`src/rtl/i2c_rng_pkg.sv`:
```
package i2c_rng_pkg;
  localparam int unsigned ADDR_W = 7;
  localparam int unsigned BYTE_W = ADDR_W + 1;
  typedef logic [ADDR_W-1:0] addr_t;

  // exact hit on the upper register, general call excluded
  function automatic logic exact_hit(addr_t a, addr_t hi);
    return (a != '0) && (a == hi);
  endfunction

  // open below, closed above
  function automatic logic window_hit(addr_t a, addr_t lo, addr_t hi);
    return (a > lo) && (a <= hi);
  endfunction

  function automatic logic range_hit(logic en, addr_t a, addr_t lo, addr_t hi);
    return en && (a != '0) && (exact_hit(a, hi) || window_hit(a, lo, hi));
  endfunction
endpackage

```
`src/rtl/i2c_rng_cfg.sv`:
```
module i2c_rng_cfg
  import i2c_rng_pkg::*;
(
  input  logic              clk,
  input  logic              rst_n,
  input  logic [BYTE_W-1:0] wdata,
  input  logic              lo_wr,
  input  logic              hi_wr,
  input  logic              en_wr,
  output addr_t             lo_q,
  output addr_t             hi_q,
  output logic              en_q
);
  always_ff @(posedge clk or negedge rst_n) begin
    if (!rst_n) begin
      lo_q <= '0;
      hi_q <= '0;
      en_q <= 1'b0;
    end else begin
      if (lo_wr) lo_q <= wdata[ADDR_W-1:0];
      if (hi_wr) hi_q <= wdata[ADDR_W-1:0];
      if (en_wr) en_q <= wdata[0];
    end
  end

  assert_en_load_R11: assert property (@(posedge clk) disable iff (!rst_n)
    en_wr |=> (en_q == $past(wdata[0])));
  assert_lo_load_R11: assert property (@(posedge clk) disable iff (!rst_n)
    lo_wr |=> (lo_q == $past(wdata[ADDR_W-1:0])));
endmodule

```
`src/rtl/i2c_rng_cmp.sv`:
```
module i2c_rng_cmp
  import i2c_rng_pkg::*;
(
  input  logic  clk,
  input  logic  rst_n,
  input  logic  en,
  input  addr_t call_addr,
  input  addr_t lo,
  input  addr_t hi,
  output logic  gen_call,
  output logic  hit
);
  assign gen_call = (call_addr == '0);
  assign hit      = range_hit(en, call_addr, lo, hi);

  assert_gencall_no_hit_R5: assert property (@(posedge clk) disable iff (!rst_n)
    gen_call |-> !hit);
  assert_off_no_hit_R2: assert property (@(posedge clk) disable iff (!rst_n)
    !en |-> !hit);
endmodule

```
`src/rtl/i2c_rng_status.sv`:
```
module i2c_rng_status (
  input  logic clk,
  input  logic rst_n,
  input  logic stb,
  input  logic hit,
  input  logic rw,
  input  logic clr,
  output logic flag,
  output logic dir,
  output logic pulse
);
  logic take;
  assign take = stb & hit;

  always_ff @(posedge clk or negedge rst_n) begin
    if (!rst_n) begin
      flag  <= 1'b0;
      dir   <= 1'b0;
      pulse <= 1'b0;
    end else begin
      pulse <= take;
      if (take) begin
        flag <= 1'b1;
        dir  <= rw;
      end else if (clr) begin
        flag <= 1'b0;
      end
    end
  end

  assert_pulse_after_stb_R9: assert property (@(posedge clk) disable iff (!rst_n)
    pulse |-> $past(stb));
  assert_single_pulse_R9: assert property (@(posedge clk) disable iff (!rst_n)
    (pulse && !take) |=> !pulse);
  assert_flag_rise_has_pulse_R9: assert property (@(posedge clk) disable iff (!rst_n)
    $rose(flag) |-> pulse);
  assert_clear_R6: assert property (@(posedge clk) disable iff (!rst_n)
    (clr && !take) |=> !flag);
  assert_set_wins_R7: assert property (@(posedge clk) disable iff (!rst_n)
    (clr && take) |=> flag);
  assert_dir_hold_R8: assert property (@(posedge clk) disable iff (!rst_n)
    !take |=> $stable(dir));
  assert_dir_capture_R8: assert property (@(posedge clk) disable iff (!rst_n)
    pulse |-> (dir == $past(rw)));
  assert_sticky_R10: assert property (@(posedge clk) disable iff (!rst_n)
    (flag && !clr) |=> flag);
endmodule

```
`src/rtl/i2c_rng_addr_match.sv`:
```
module i2c_rng_addr_match
  import i2c_rng_pkg::*;
(
  input  logic              clk,
  input  logic              rst_n,
  input  logic [BYTE_W-1:0] cfg_wdata,
  input  logic              lo_wr,
  input  logic              hi_wr,
  input  logic              en_wr,
  input  logic              ctrl_wr,
  input  logic [BYTE_W-1:0] addr_byte,
  input  logic              addr_stb,
  output logic              rng_flag,
  output logic              slv_dir,
  output logic              match_pulse
);
  addr_t lo_q, hi_q, call_addr;
  logic  en_q, gen_call, hit_now, rw_bit;

  assign call_addr = addr_byte[BYTE_W-1:1];
  assign rw_bit    = addr_byte[0];

  i2c_rng_cfg u_cfg (
    .clk(clk), .rst_n(rst_n), .wdata(cfg_wdata),
    .lo_wr(lo_wr), .hi_wr(hi_wr), .en_wr(en_wr),
    .lo_q(lo_q), .hi_q(hi_q), .en_q(en_q)
  );

  i2c_rng_cmp u_cmp (
    .clk(clk), .rst_n(rst_n), .en(en_q), .call_addr(call_addr),
    .lo(lo_q), .hi(hi_q), .gen_call(gen_call), .hit(hit_now)
  );

  i2c_rng_status u_st (
    .clk(clk), .rst_n(rst_n), .stb(addr_stb), .hit(hit_now), .rw(rw_bit),
    .clr(ctrl_wr), .flag(rng_flag), .dir(slv_dir), .pulse(match_pulse)
  );

  assert_no_set_when_off_R2: assert property (@(posedge clk) disable iff (!rst_n)
    (addr_stb && !en_q) |=> !match_pulse);
  assert_gencall_no_pulse_R5: assert property (@(posedge clk) disable iff (!rst_n)
    (addr_stb && gen_call) |=> !match_pulse);
endmodule

```
`config.mk`:
```
export PLATFORM = sky130hd
export DESIGN_NAME = i2c_rng_addr_match
export DESIGN_NICKNAME = d
export VERILOG_FILES = /design/src/rtl/i2c_rng_pkg.sv /design/src/rtl/i2c_rng_cfg.sv /design/src/rtl/i2c_rng_cmp.sv /design/src/rtl/i2c_rng_status.sv /design/src/rtl/i2c_rng_addr_match.sv
export SDC_FILE = /design/constraint.sdc
export NUM_CORES = 1
export LEC_CHECK = 0
export ABC_AREA = 1
export BUFFER_PORTS_ARGS = -buffer_cell sky130_fd_sc_hd__clkbuf_2
export CAP_MARGIN = 20
export CORE_ASPECT_RATIO = 1.2
export CORE_MARGIN = 1
export CORE_UTILIZATION = 47
export CTS_CLUSTER_SIZE = 12
export DETAILED_ROUTE_END_ITERATION = 8
export PLACE_DENSITY = 0.74
export SKIP_CTS_REPAIR_TIMING = 1
export SLEW_MARGIN = 5
export SYNTH_ARGS = -nofsm -noshare
export SYNTH_HDL_FRONTEND = slang
export SYNTH_HIERARCHICAL = 1
export SYNTH_SLANG_ARGS = --single-unit
```
`constraint.sdc`:
```
create_clock -name clk -period 1.45 [get_ports clk]
set_clock_uncertainty 0.15 [all_clocks]
set_input_delay 0.29 -clock clk [delete_from_list [all_inputs] [get_ports clk]]
set_output_delay 0.29 -clock clk [all_outputs]
set_load 0.05 [all_outputs]
```
# Word-level counts from Yosys, hierarchy flattened
# Index checks and enable logic that the tools add are counted.
dict set report totals {
  in_bits 23
  ff_bits 18
  output_inout_bits 3
}
dict set report classes {
  n_bitwise 1
  order_cmp 2
  mux 2
  eq_ne 1
  n_reduce_logical 7
}
# cell n
set ops {}
lappend ops {{equality test 7 bit} 1}
lappend ops {{> comparator 7 bit} 1}
lappend ops {{less-or-equal comparator 7 bit} 1}
lappend ops {{nonzero test 7 bit} 1}
lappend ops {{logical AND 1 bit} 4}
lappend ops {{2-to-1 mux 1 bit} 2}
lappend ops {{nonzero test 2 bit} 1}
lappend ops {{bitwise AND 1 bit} 1}
lappend ops {{logical OR 1 bit} 1}

# Logic depth before layout (Yosys ltp)
# Gate-level depths: netlist of run 1.
dict set report logic_depth {
  word_depth 6
  mapped_depth 12
}

# Modules after synthesis
# The synthesis of run 1 kept the hierarchy.
# module instances cells_each area_each_um2 seq_area_each_um2
set by_module_without_submodules {}
lappend by_module_without_submodules {i2c_rng_cfg 1 65 578.1 375.4}
lappend by_module_without_submodules {i2c_rng_cmp 1 70 414.1 0.0}
lappend by_module_without_submodules {i2c_rng_status 1 10 103.8 75.1}

# Worst setup path before layout of run 1
# Ideal clock, no wire load.
dict set report synth_timing {
  path_type {reg2reg}
  start {register u_cfg.hi_q[2]}
  end {register u_st.dir}
  period_less_slack_ps 1565
  arrival_time_ps 1296
  required_ps 1181
  setup_time_ps 119
  stages_incl_launch_ff 13
  setup_slack_ps -115
  path_cell_list {dfrtp_1 inv_1 ha_1 nand2_1 nand2_1 nor2_1 nor2_1 nor2_1 nand2_1 a21oi_2 nand2_1 nand2_1 nand2_1}
}
dict set report synth_via {
  elab_chain_len 5
  word_cells_on_any_way 7
}
# element line_no
set synth_rtl {}
lappend synth_rtl {{start: declaration} i2c_rng_cfg.sv:11} ;# output addr_t hi_q,
lappend synth_rtl {{start signal: assignment} i2c_rng_cfg.sv:21} ;# if (hi_wr) hi_q <= wdata[ADDR_W-1:0];
lappend synth_rtl {{less-or-equal comparator 7 bit / equality test 7 bit (equally long branches)} {i2c_rng_pkg.sv:13, i2c_rng_pkg.sv:8}}
lappend synth_rtl {{logical AND 1 bit (on tied branches)} {i2c_rng_pkg.sv:13, i2c_rng_pkg.sv:8}}
lappend synth_rtl {{logical OR 1 bit (*)} i2c_rng_pkg.sv:17} ;# return en && (a != '0) && (exact_hit(a, hi) || window_hit(a, lo, hi));
lappend synth_rtl {{logical AND 1 bit (*)} i2c_rng_pkg.sv:17}
lappend synth_rtl {{named net hit_now} i2c_rng_addr_match.sv:18} ;# logic en_q, gen_call, hit_now, rw_bit;
lappend synth_rtl {{bitwise AND 1 bit (*)} i2c_rng_status.sv:13} ;# assign take = stb & hit;
lappend synth_rtl {{end signal: assignment} i2c_rng_status.sv:24} ;# dir <= rw;
lappend synth_rtl {{end: declaration} i2c_rng_status.sv:9} ;# output logic dir,
# Mark *: on every way through the listed nets, which the timed path passes. The rest lies on a longest branch.
# A chain may end at the register's enable or synchronous reset.

# Worst setup path in the final report of run 1
dict set report layout_timing {
  start {register u_cfg.lo_q[2]}
  end {register u_st.dir}
}
dict set report layout_via {
  elab_chain_len 5
}
# element line_no
set layout_rtl {}
lappend layout_rtl {{start: declaration} i2c_rng_cfg.sv:10} ;# output addr_t lo_q,
lappend layout_rtl {{start signal: assignment} i2c_rng_cfg.sv:20} ;# if (lo_wr) lo_q <= wdata[ADDR_W-1:0];
lappend layout_rtl {{> comparator 7 bit} i2c_rng_pkg.sv:13} ;# return (a > lo) && (a <= hi);
lappend layout_rtl {{logical AND 1 bit} i2c_rng_pkg.sv:13}
lappend layout_rtl {{logical OR 1 bit} i2c_rng_pkg.sv:17}
lappend layout_rtl {{logical AND 1 bit} i2c_rng_pkg.sv:17}
lappend layout_rtl {{named net hit_now} i2c_rng_addr_match.sv:18}
lappend layout_rtl {{bitwise AND 1 bit} i2c_rng_status.sv:13}
# The timed path passes the listed nets, and every way through them passes these cells.

==> flow_summary.yaml, run 1 <==
die:
  initial_core_util_pct: 51.6
  core_area_um2: 2120
  die_area_um2: 2520
  die_x_um: 46.0
  ios: 26
  die_y_um: 54.8
  rows: 18
clock_tree:
  clock_latency_ns: 0.29
  clkSlewWorstSetupHoldPaths_ns: 0.10
  tritoncts: "done"
  htree_levels: 1
  cts_made_buffers: 3
  cts-root-buf: "clkbuf_4"
  clockBufferDepth: 2
  cts.sink_count: 18
setup_path:
  arrival_ns: 1.80
  path_class: "reg -> reg"
  worstPathRequired_ns: 1.49
  crit_path_start_kind: "flop"
  worstPathMaxFanout: 3
  end_kind: "flop"
layout:
  diodes: 0
  final_cells: 216
  area_growth_pct: 39.7
  stdcell_area_um2: 1530
  nets: 224
  post-route-util_pct: 72.1
  drive_gt1_share_pct: 38.2
routing:
  wl_met3_um: 69
  wl_um: 2420
  drc: 0
  route.met2.wl_um: 1240
  drtAntennaViolNets: 0
  vias_per_cell: 4.65
  num_vias: 1004
  routed.top_layer: "met4"
  first_iter_violations: 10
  firstDrtPassIters: 4
  m1WireLength_um: 1040
  wl_per_cell_um: 11.2
pwr:
  leakagePower_nw: 0.851
  power.density_nw_per_um2: 879
  peakVddDrop_uv: 756
logic_synthesis:
  yosysWarnings: 6
  syn_area_um2: 1090
  synth_cells: 144
  synth_nets: 181
  syn_avg_cell_area_um2: 7.59
global_routing:
  grt_pass1_wl_um: 3300
  grt_use_total_pct: 19.1
  grt_max_degree: 19
  antenna_found_initial: 0
  grt_pass1_vias: 828
  grt.overflow.total: 0
placed_design:
  port_buffers: 24
  gp_congestion: 0.811
  placed_cells: 205
  dpl_worst_slack_ns: -0.305
  placed_area_um2: 1290
  dp_hpwl_um: 1680
sta:
  rsz0062_at_grt: "true"
  hold_violations: 0
  finalCritPeriodShare_pct: 121
  worst_slack_ns: -0.307
  max_freq_ghz: 0.569
  post-route-min-period_ns: 1.76
  finalMaxSlewViolations: 0
  hold_slack_ns: 0.0452
  tightest_slew_ns: 0.425
  finalSetupViolations: 3
  slew_headroom_pct: 71.7
status:
  status: "finished, violations left"
  violations: "setup timing"
flow_run:
  drv_cap: 0
hold_path:
  hp-class: "in -> reg"
==> cell usage in the layout, fill, tap and decap left out, drive strengths merged <==
cell,count
buf,15
dlygate4sd3,1
nor2,10
a21o,1
nor3,1
inv,23
ha,14
clkbuf,28
dfrtp,18
nand3,4
o21ai,2
nand2,65
a21oi,4
==> flip-flops by register name, summed over array words and instances, names as in the netlist <==
register	flops
u_cfg/hi_q	7
u_cfg/lo_q	7
u_cfg/en_q	1
u_st/dir	1
u_st/flag	1
u_st/pulse	1
==> power breakdown <==
group | switching, mW | internal (mW) | total (mW)
sequential | 0.0314 | 0.555 | 0.587
combinational | 0.261 | 0.194 | 0.455
clock | 0.147 | 0.153 | 0.300
==> routing by layer <==
metal | GRT usage [%] | vias to the layer above
met3 | 0.990 | 7
li1 | - | 524
met1 | 24.7 | 448
met4 | 14.2 | 0
met2 | 29.8 | 25
met5 | 0 | -
==> path summary, 6_finish.rpt <==
check | cells past startpoint | from | slack (ns) | to
min in group asynchronous | 2 | rst_n | 0.32 | u_cfg/en_q
min | 2 | ctrl_wr | 0.05 | u_st/flag
max reg2reg | 12 | u_cfg/lo_q[2] | -0.31 | u_st/dir
min reg2reg | 2 | u_st/dir | 0.34 | u_st/dir
max in group asynchronous | 2 | rst_n | 0.53 | u_cfg/lo_q[5]
max | 12 | u_cfg/lo_q[2] | -0.31 | u_st/dir
==> area by class of cell <==
class | instances | area [µm²]
clock buffer | 4 | 36.3
fill | 190 | 591
inverter | 23 | 86.3
multi-input combinational | 101 | 673
sequential | 18 | 450
tap | 30 | 37.5
timing repair buffer | 40 | 243
==> worst max-delay path, stage by stage, from the launching register on <==
cell and delay, ns:
dfrtp_1 0.40, inv_2 0.08, ha_4 0.20, nand2_2 0.09, nor2_1 0.05, nand2_1 0.06, nand3_1 0.07, nor2_1 0.10
nand2_1 0.07, a21oi_2 0.17, nand2_2 0.09, nand2_1 0.07, nand2_1 0.04
==> stage by stage <==
stage                     power (mW)  TNS, ns
after floorplan                0.825   -0.159
after global placement         0.934   -0.669
after detailed placement       0.952   -0.765
after CTS                       1.25   -0.686
after global routing            1.44    -1.01
final                           1.34   -0.757
Power figures use the tool's default switching activity.
==> run 2: changes to the inputs <==
--- a/config.mk
+++ b/config.mk
@@ -8,8 +8,8 @@
 export ABC_AREA = 1
 export BUFFER_PORTS_ARGS = -buffer_cell sky130_fd_sc_hd__clkbuf_2
 export CAP_MARGIN = 20
-export CORE_ASPECT_RATIO = 1.2
-export CORE_MARGIN = 1
+export CORE_ASPECT_RATIO = 0.75
+export CORE_MARGIN = 2
 export CORE_UTILIZATION = 47
 export CTS_CLUSTER_SIZE = 12
 export DETAILED_ROUTE_END_ITERATION = 8
==> run 2 against run 1 <==
The flow still finishes with violations (setup timing). Largest power group unchanged. First-iteration DRC count increased to 4.0 times the previous value. Die area increased by 8.3%. Largest cell class unchanged. Critical endpoint unchanged. Critical path depth unchanged. Register-to-register slack got worse by 0.05 ns. Final cell count decreased by 2.8%.
==> flow_summary.yaml, run 2 (synthesis gave the netlist of run 1 again) <==
status:
  status: "finished, violations left"
  violations: "setup timing"
setup_path:
  end_kind: "flop"
  startpoint: "u_cfg/hi_q[4]"
  path_cells: "inv_1, ha_4, nand2_1, nand2_1, nand2_2, nand3_2, nor2_2, nand2_1, a21oi_2, nand2_2, nand2_1, nand2_1"
  path_class: "reg -> reg"
  slowest_delay_ns: 0.39
  slowest_stage: "dfrtp_1"
  crit_top_cell: "nand2_1"
  worstPathMaxFanout: 3
  arrival_ns: 1.85
  worst_r2r_startpoint: "u_cfg/hi_q[4]"
  worstPathRequired_ns: 1.49
  crit_path_start_kind: "flop"
sta:
  finalMaxSlewViolations: 0
  worst_slack_ns: -0.360
  hold_violations: 0
  finalSetupViolations: 3
  post-route-min-period_ns: 1.81
  slew_headroom_pct: 70.6
  rsz0062_at_grt: "true"
  tightest_slew_ns: 0.442
  finalCritPeriodShare_pct: 125
  max_freq_ghz: 0.552
layout:
  most-common-layout-cells: "nand2_1 (60), clkbuf_2 (24), dfrtp_1 (18)"
  largestRegisters: "u_cfg/hi_q x7, u_cfg/lo_q x7"
  drive_gt1_share_pct: 38.4
  diodes: 0
  layout_commonest_cell: "nand2_1"
  area_growth_pct: 38.0
  nets: 223
  post-route-util_pct: 66.9
  final_cells: 210
routing:
  first_iter_violations: 40
  wl_um: 2770
  num_vias: 1020
  wl_per_cell_um: 13.2
  drtAntennaViolNets: 0
  vias_per_cell: 4.86
  drc: 0
  firstDrtPassIters: 4
clock_tree:
  clkSlewWorstSetupHoldPaths_ns: 0.10
  htree_levels: 1
  tritoncts: "done"
  clock_latency_ns: 0.29
  clockBufferDepth: 2
  cts-root-buf: "clkbuf_4"
  cts_made_buffers: 3
  cts.sink_count: 18
pwr:
  finalPower_mw: 1.36
  leakagePower_nw: 0.850
  peakVddDrop_uv: 628
  power.density_nw_per_um2: 901
placed_design:
  gp_congestion: 0.786
  dpl_worst_slack_ns: -0.323
  dp_hpwl_um: 2000
  placed_cells: 200
  port_buffers: 24
hold_path:
  hp-class: "in -> reg"
  min_from: "ctrl_wr"
global_routing:
  antenna_found_initial: 0
  grt_pass1_wl_um: 3910
  grt_pass1_vias: 921
  grt_use_total_pct: 19.9
  grt.overflow.total: 0
  grt_max_degree: 19
die:
  core_area_um2: 2250
  rows: 15
  die_y_um: 45.8
  die_x_um: 59.7
  ios: 26
  die_area_um2: 2730
  initial_core_util_pct: 48.5
flow_run:
  drv_cap: 0
## run 2: final timing paths
kind,slack [ns],end,cells after the start
setup / recovery,-0.36,u_st/dir,12
hold / removal,0.03,u_st/flag,2
setup reg to reg,-0.36,u_st/dir,12
hold reg to reg,0.33,u_st/dir,2
max in group asynchronous,0.49,u_cfg/lo_q[3],2
min in group asynchronous,0.36,u_cfg/lo_q[0],2
## run 2: cell type report
type	instances	area, µm²
Inverter	23	86.3
Tap cell	25	31.3
Timing Repair Buffer	39	235
Fill cell	190	744
Multi-Input combinational cell	101	668
Sequential cell	18	450
Clock buffer	4	36.3
## run 2: metrics by stage
| step | instance area, µm² | hold WS, ns | TNS, ns |
|---|---|---|---|
| 6_report | 1510 | 0.0330 | -0.935 |
| 5_1_grt | 1510 | 0.0487 | -1.28 |
| 4_1_cts | 1330 | -0.229 | -0.815 |
| 3_5_place_dp | 1290 | 0.0965 | -0.816 |
| 3_3_place_gp | 1290 | 0.0908 | -0.646 |
| 2_1_floorplan | 1090 | -0.156 | -0.159 |
## run 2: report_power, final
part	internal, mW	total (mW)	switching (mW)
sequential	0.555	0.588	0.0321
clock	0.153	0.305	0.152
combinational	0.196	0.466	0.271
## run 2: critical path: cells and delay by family (launching register included)
| kind | cells | cell delay [ns] |
|---|---|---|
| AO/OA/AOI/OAI | 1 | 0.17 |
| adder cells (fa/ha/maj) | 1 | 0.21 |
| AND/OR/NAND/NOR | 9 | 0.68 |
| buffers and inverters | 1 | 0.09 |
| flip-flops | 1 | 0.39 |
## run 2: metal layers
metal  routed length (µm)  track usage, %  up-vias
li1                     -               -      523
met1                 1280            27.3      459
met2                 1350            32.8       36
met3                  130            3.41        2
met4                   17            5.33        0
met5                    0               0        -
